### src/rtl/pin_capture_pkg.sv
package pin_capture_pkg;

  typedef enum logic [1:0] {
    EDGE_OFF  = 2'b00,
    EDGE_RISE = 2'b01,
    EDGE_FALL = 2'b10,
    EDGE_ANY  = 2'b11
  } edge_mode_e;

  typedef struct packed {
    logic rise;
    logic fall;
  } edge_pair_t;

  function automatic logic mode_accepts(edge_mode_e mode, edge_pair_t ev);
    logic ok;
    unique case (mode)
      EDGE_OFF:  ok = 1'b0;
      EDGE_RISE: ok = ev.rise;
      EDGE_FALL: ok = ev.fall;
      EDGE_ANY:  ok = ev.rise | ev.fall;
      default:   ok = 1'b0;
    endcase
    return ok;
  endfunction

endpackage

### src/rtl/pin_synchronizer.sv
module pin_synchronizer #(
  parameter int STAGES = 2
) (
  input  logic clk,
  input  logic rst_n,
  input  logic d_async,
  output logic q_sync
);
  localparam int LAST = STAGES - 1;

  logic [LAST:0] chain_q;

  generate
    if (STAGES == 1) begin : g_single
      always_ff @(posedge clk or negedge rst_n) begin
        if (!rst_n) chain_q <= '0;
        else        chain_q <= d_async;
      end
    end else begin : g_multi
      always_ff @(posedge clk or negedge rst_n) begin
        if (!rst_n) chain_q <= '0;
        else        chain_q <= {chain_q[LAST-1:0], d_async};
      end
    end
  endgenerate

  assign q_sync = chain_q[LAST];
endmodule

### src/rtl/edge_classifier.sv
module edge_classifier
  import pin_capture_pkg::*;
(
  input  logic       clk,
  input  logic       rst_n,
  input  logic       level,
  input  edge_mode_e mode,
  output logic       hit
);
  logic       last_q;
  edge_pair_t ev;

  always_ff @(posedge clk or negedge rst_n) begin
    if (!rst_n) last_q <= 1'b0;
    else        last_q <= level;
  end

  always_comb begin
    ev.rise = level & ~last_q;
    ev.fall = ~level & last_q;
    hit     = mode_accepts(mode, ev);
  end
endmodule

### src/rtl/capture_store.sv
module capture_store #(
  parameter int CNT_W = 16
) (
  input  logic             clk,
  input  logic             rst_n,
  input  logic             hit,
  input  logic [CNT_W-1:0] cnt,
  output logic [CNT_W-1:0] value,
  output logic             valid
);
  always_ff @(posedge clk or negedge rst_n) begin
    if (!rst_n) begin
      value <= '0;
      valid <= 1'b0;
    end else if (hit) begin
      value <= cnt;
      valid <= 1'b1;
    end
  end
endmodule

### src/rtl/irq_flags.sv
module irq_flags (
  input  logic clk,
  input  logic rst_n,
  input  logic hit,
  input  logic clr,
  output logic irq,
  output logic overrun
);
  logic pend_q;

  always_ff @(posedge clk or negedge rst_n) begin
    if (!rst_n) begin
      pend_q  <= 1'b0;
      irq     <= 1'b0;
      overrun <= 1'b0;
    end else begin
      pend_q <= hit;
      if (pend_q)   irq <= 1'b1;
      else if (clr) irq <= 1'b0;
      if (hit && (irq || pend_q)) overrun <= 1'b1;
      else if (clr)               overrun <= 1'b0;
    end
  end
endmodule

### src/rtl/pin_capture_unit.sv
module pin_capture_unit
  import pin_capture_pkg::*;
#(
  parameter int CNT_W       = 16,
  parameter int SYNC_STAGES = 2
) (
  input  logic             clk,
  input  logic             rst_n,
  input  logic [CNT_W-1:0] cnt_i,
  input  logic             pin_async_i,
  input  logic [1:0]       edge_sel_i,
  input  logic             irq_clr_i,
  output logic [CNT_W-1:0] cap_value_o,
  output logic             cap_valid_o,
  output logic             irq_o,
  output logic             overrun_o
);
  logic pin_sync;
  logic edge_hit;

  pin_synchronizer #(.STAGES(SYNC_STAGES)) u_sync (
    .clk     (clk),
    .rst_n   (rst_n),
    .d_async (pin_async_i),
    .q_sync  (pin_sync)
  );

  edge_classifier u_edge (
    .clk   (clk),
    .rst_n (rst_n),
    .level (pin_sync),
    .mode  (edge_mode_e'(edge_sel_i)),
    .hit   (edge_hit)
  );

  capture_store #(.CNT_W(CNT_W)) u_store (
    .clk   (clk),
    .rst_n (rst_n),
    .hit   (edge_hit),
    .cnt   (cnt_i),
    .value (cap_value_o),
    .valid (cap_valid_o)
  );

  irq_flags u_flags (
    .clk     (clk),
    .rst_n   (rst_n),
    .hit     (edge_hit),
    .clr     (irq_clr_i),
    .irq     (irq_o),
    .overrun (overrun_o)
  );
endmodule

### config.mk
export PLATFORM = sky130hd
export DESIGN_NAME = pin_capture_unit
export DESIGN_NICKNAME = d
export VERILOG_FILES = /design/src/rtl/pin_capture_pkg.sv /design/src/rtl/pin_synchronizer.sv /design/src/rtl/edge_classifier.sv /design/src/rtl/capture_store.sv /design/src/rtl/irq_flags.sv /design/src/rtl/pin_capture_unit.sv
export SDC_FILE = /design/constraint.sdc
export NUM_CORES = 1
export LEC_CHECK = 0
export BUFFER_PORTS_ARGS = -buffer_cell sky130_fd_sc_hd__buf_2
export CORE_MARGIN = 2
export CORE_UTILIZATION = 49
export CTS_CLUSTER_DIAMETER = 150
export DETAILED_ROUTE_END_ITERATION = 10
export HOLD_SLACK_MARGIN = 0.05
export PLACE_DENSITY = 0.87
export SLEW_MARGIN = 20
export SYNTH_ARGS = -nofsm -noshare
export SYNTH_HDL_FRONTEND = slang
export SYNTH_SLANG_ARGS = --single-unit
### constraint.sdc
create_clock -name clk -period 2.2 [get_ports clk]
set_clock_uncertainty 0.2 [all_clocks]
set_input_delay 0.33 -clock clk [delete_from_list [all_inputs] [get_ports clk]]
set_output_delay 0.33 -clock clk [all_outputs]
set_load 0.02 [all_outputs]
# --- Word level (Yosys, flattened, before mapping) ---
# Index checks and enable logic that the tools add are counted.
word_totals:
  register_bits: 23
  input_bits: 22
  output_inout_bits: 19
  word_cells: 24
classes:
  eq_ne: 3
  mux: 4
  bitwise_logic: 5
  n_reduce_logical: 5
op_table:
  columns: ["operator", "count"]
  rows:
  - ["$eq A2 B2 Y1 const B", 2]
  - ["$pmux W1 S4", 1]
  - ["$reduce_bool A2 Y1", 2]
  - ["$mux W1", 3]
  - ["$and A1 B1 Y1", 2]
  - ["$eq A2 B1 Y1 const B", 1]
  - ["$logic_not A2 Y1", 1]
  - ["$not A1 Y1", 2]
  - ["$logic_and A1 B1 Y1", 1]
  - ["$logic_or A1 B1 Y1", 1]
  - ["$or A1 B1 Y1", 1]

# --- Logic depth before layout (Yosys ltp) ---
logic_depth:
  depth_word: 6
  depth_mapped: 7
  ltp_nobuf: 5

# --- By module ---
# From an unflattened synthesis, not the netlist that was laid out.
unflattened:
  cells_unflattened: 56
  area_unflattened_um2: 910.9
by_module_without_submodules:
  columns: ["module", "instances", "cells_per_inst", "area_each_um2", "seq_area_each_um2"]
  rows:
  - ["capture_store", 1, 36, 676.9, 425.4]
  - ["irq_flags", 1, 8, 100.1, 75.1]
  - ["edge_classifier", 1, 10, 83.8, 25.0]
  - ["pin_synchronizer", 1, 2, 50.0, 50.0]

# --- Worst setup path after synthesis ---
# Ideal clock, no wire load.
synth_timing:
  path_type: "reg-to-reg"
  start: "register u_sync.chain_q[1]"
  end: "register u_store.value[0]"
  setup_ns: 0.126
  arrival_ns: 1.535
  required_ns: 1.874
  slack_ns: 0.339
  path_stages_with_launch: 8
  path_buffers: 2
  period_less_slack_ns: 1.861
  cell_sequence: "dfrtp_1 -> inv_1 -> ha_1 -> or2_4 -> and3_4 -> buf_6 -> buf_6 -> a221o_1"
synth_via:
  elab_chain_len: 4
  elab_cells_between_ends: 5
  cone_classes: "mux (1); bitwise (4)"
synth_lines:
  columns: ["element", "line", "source"]
  rows:
  - ["from (decl)", "pin_synchronizer.sv:11", "logic [LAST:0] chain_q;"]
  - ["from (signal assigned)", "pin_synchronizer.sv:22", "else chain_q <= {chain_q[LAST-1:0], d_async};"]
  - ["$not A1 Y1", "edge_classifier.sv:20", "ev.fall = ~level & last_q;"]
  - ["$and A1 B1 Y1", "edge_classifier.sv:20", null]
  - ["$or A1 B1 Y1", "pin_capture_pkg.sv:21", "EDGE_ANY: ok = ev.rise | ev.fall;"]
  - ["$pmux W1 S4 (*)", "pin_capture_pkg.sv:17", "unique case (mode)"]
  - ["to (signal assigned)", "capture_store.sv:16", "value <= cnt;"]
  - ["to (decl)", "capture_store.sv:8", "output logic [CNT_W-1:0] value,"]
# Mark *: on every way between the ends. The rest lies on a longest branch, timed or not.
# A chain may end at the register's enable or synchronous reset.

# --- Worst setup path after layout ---
layout_timing:
  start: "register u_edge.last_q"
  end: "register u_store.value[8]"
layout_via:
  elab_chain_len: 4
  elab_cells_between_ends: 5
  cone_classes: "mux (1); bitwise (4)"
layout_lines:
  columns: ["element", "line", "source"]
  rows:
  - ["from (decl)", "edge_classifier.sv:10", "logic last_q;"]
  - ["from (signal assigned)", "edge_classifier.sv:15", "else last_q <= level;"]
  - ["$not A1 Y1", "edge_classifier.sv:19", "ev.rise = level & ~last_q;"]
  - ["$and A1 B1 Y1", "edge_classifier.sv:19", null]
  - ["$or A1 B1 Y1", "pin_capture_pkg.sv:21", null]
  - ["$pmux W1 S4 (*)", "pin_capture_pkg.sv:17", null]
# Marks and branches as above.

==> impl_metrics.yaml <==
run_status:
  outcome: "finished, final reports clean"
placed_design:
  portBuffers: 40
  gp_congestion: 0.738
  dp_hpwl_um: 2240
worst_setup_path:
  criticalPathCategory: "reg -> reg"
  end_kind: "flop"
  reg2reg_depth: 6
  worstSetupPathDepth: 6
  critPathSlowestCell: "dfrtp_1"
  crit_fanout: 24
  worstPathArrival_ps: 1900
  startpoint_type: "flop"
  required_ps: 2220
  cp-startpoint: "u_edge.last_q"
  slowest_delay_ps: 410
  crit_family: "compound AO/OA/AOI/OAI gates"
  rr_startpoint: "u_edge.last_q"
  worstPathCellList: "inv_1 -> ha_1 -> buf_12 -> a21bo_2 -> a21oi_1 -> a221o_1"
  worstPathBufferInverterCount: 2
synth:
  synth_top_area_share_pct: 46.1
  postSynthCellCount: 116
  syn_area_um2: 1250
  yosys_warnings: 0
  synth-seq-cells: 23
  yosys-top-cells-area: "dfrtp_1, a21bo_2, a221o_1"
  synth_top_cell_by_area: "dfrtp_1"
  seq_area_frac_synth_pct: 46.1
  synth.avg_cell_area_um2: 10.8
  syn_nets: 140
  ys_types: 22
clock_tree:
  post_cts.repair.setup_buffers: 0
  clock_sinks: 23
  root_buffer: "clkbuf_4"
  clk_path_buf_depth: 2
  worst_skew_pair.late_latency_ps: 320
  cts_tree: "done"
  h-tree-depth: 1
  cts_buffers: 3
  clk_pin_slew_ps: 130
power:
  p_int_uw: 728
  p_clk_share_pct: 18.6
  seqPwrFrac_pct: 47.9
  power.net_switching_uw: 374
  power_leakage_nw: 0.741
  peakVddDrop_v: 0.000472
  p_sw_share_pct: 33.9
  power_density_nw_per_um2: 710
  combPwrFrac_pct: 33.6
floorplan:
  start_util_pct: 50.8
  io_pins: 41
  rows: 18
  fp.dieArea_um2: 2970
  core_area_um2: 2450
  die_height_um: 54.5
  fp.dieW_um: 54.5
sta:
  tns_ps: 0
  tightest_slew_ps: 526
  max-slew-margin-rel_pct: 64.9
  period_share_pct: 85.6
  min_period_ps: 1880
  rsz0062_at_grt: "no"
  fmax_mhz: 531
  hold_viol_final: 0
  setup_viol: 0
  slew_viol_final: 0
global_routing:
  overflow: 0
  grt_max_degree: 25
  grt_antenna_before_repair: 0
  grtUsageTotal_pct: 24.7
  grt_first_pass_wirelength_um: 5130
  grt_pass1_vias: 1075
drt:
  dr.first_iter.drc_count: 22
  postRouteAntennaNets: 0
  wl_per_cell_um: 17.9
  drc: 0
  wirelength_um: 3360
  num_vias: 1156
  dr.pass1.iters: 4
  via_per_inst: 6.15
min_path:
  hp-class: "in -> reg"
  holdPathStages: 2
  min_from: "cnt_i[2]"
finish:
  fin_util_pct: 63.2
  finalNetCount: 183
  syn2layout_area_growth_pct: 24.4
  drive_gt1_share_pct: 42.4
  antenna_cells: 0
job:
  cap_violations: 0
-- metal layers --
layer,wire [µm],vias up,GRT usage (%)
met5,0,-,0
met1,1310,564,30.8
met3,225,9,3.55
met4,70,0,10.0
met2,1760,58,42.6
li1,-,525,-
-- state kept, by name, summed over array words and instances (netlist names) --
register and cells:
u_flags.overrun 1, u_store.valid 1, u_flags.irq 1, u_flags.pend_q 1, u_store.value 16, u_sync.chain_q 2
u_edge.last_q 1
-- cell families after synthesis --
family / after synthesis / share of synthesized area, %
AO/OA/AOI/OAI: 52 / 34.8
AND/OR/NAND/NOR: 23 / 10.3
flip-flops: 23 / 46.1
buffers and inverters: 16 / 6.72
adder cells (fa/ha/maj): 2 / 2.01
-- layout by cell type (no fill, tap or decap), drive strengths merged, types with 2 or more instances in the layout --
cell and n:
buf 44, inv 3, a21bo 16, ha 2
nand3 16, clkbuf 4, a21oi 16, or2 2
a221o 16, dfrtp 23, dlygate4sd3 7
-- what timing repair did --
action / in CTS / in global routing
hold buffers: 6 / 1
resized for setup: 0 / 0
endpoints found under the hold margin: 28 / 1
-- synth_stat cells --
| cell type | instances |
|---|---|
| o2bb2ai_1 | 1 |
| a21oi_1 | 16 |
| o22ai_1 | 1 |
| dfrtp_1 | 23 |
| or2_2 | 1 |
| buf_2 | 1 |
| ha_1 | 2 |
| nand3_1 | 16 |
| clkbuf_1 | 8 |
| a221o_1 | 16 |
| and2_1 | 1 |
| a21boi_2 | 1 |
| a21o_1 | 1 |
| nor2b_1 | 1 |
| nand2_1 | 1 |
| or2_4 | 1 |
| or3_1 | 1 |
| buf_6 | 3 |
| and3_4 | 1 |
| a21bo_2 | 16 |
| buf_1 | 1 |
| inv_1 | 3 |
-- worst register-to-register path, stage by stage, from the launching register on --
cell,delay (ps)
dfrtp_1,410
inv_1,60
ha_1,390
buf_12,220
a21bo_2,140
a21oi_1,60
a221o_1,290
-- power by group through the flow --
stage	clock (mW)	combinational, mW	sequential (mW)
detailed placement	0	0.361	0.533
global route	0.226	0.396	0.534
CTS	0.206	0.368	0.526
floorplan	0	0.174	0.593
global placement	0	0.342	0.527
finish	0.205	0.370	0.527
-- final cells by class --
type	count	area, µm²
inverters	3	11.3
clock buffers	4	26.3
well taps	30	37.5
flip-flops and latches	23	576
multi-input cells	77	588
fillers	200	903
repair buffers	51	313
-- path summary, 6_finish.rpt --
kind / end / slack [ps]
min in group asynchronous: u_flags.pend_q / 300
worst min-delay path: u_store.value[2] / 50
max in group asynchronous: u_store.value[6] / 1150
worst min register to register: u_sync.chain_q[1] / 170
worst max register to register: u_store.value[8] / 320
worst max-delay path: u_store.value[8] / 320
-- stage by stage --
step	area (µm²)	setup slack [ps]	total power [mW]	instances	hold slack, ps
detailed placement	1460	346	0.893	177	139
global placement	1460	414	0.869	177	121
finish	1550	318	1.10	188	54.5
global route	1550	232	1.16	188	51.9
floorplan	1250	339	0.766	116	-166
CTS	1540	337	1.10	187	54.5
Note: power is estimated with default switching activity, not from simulation.
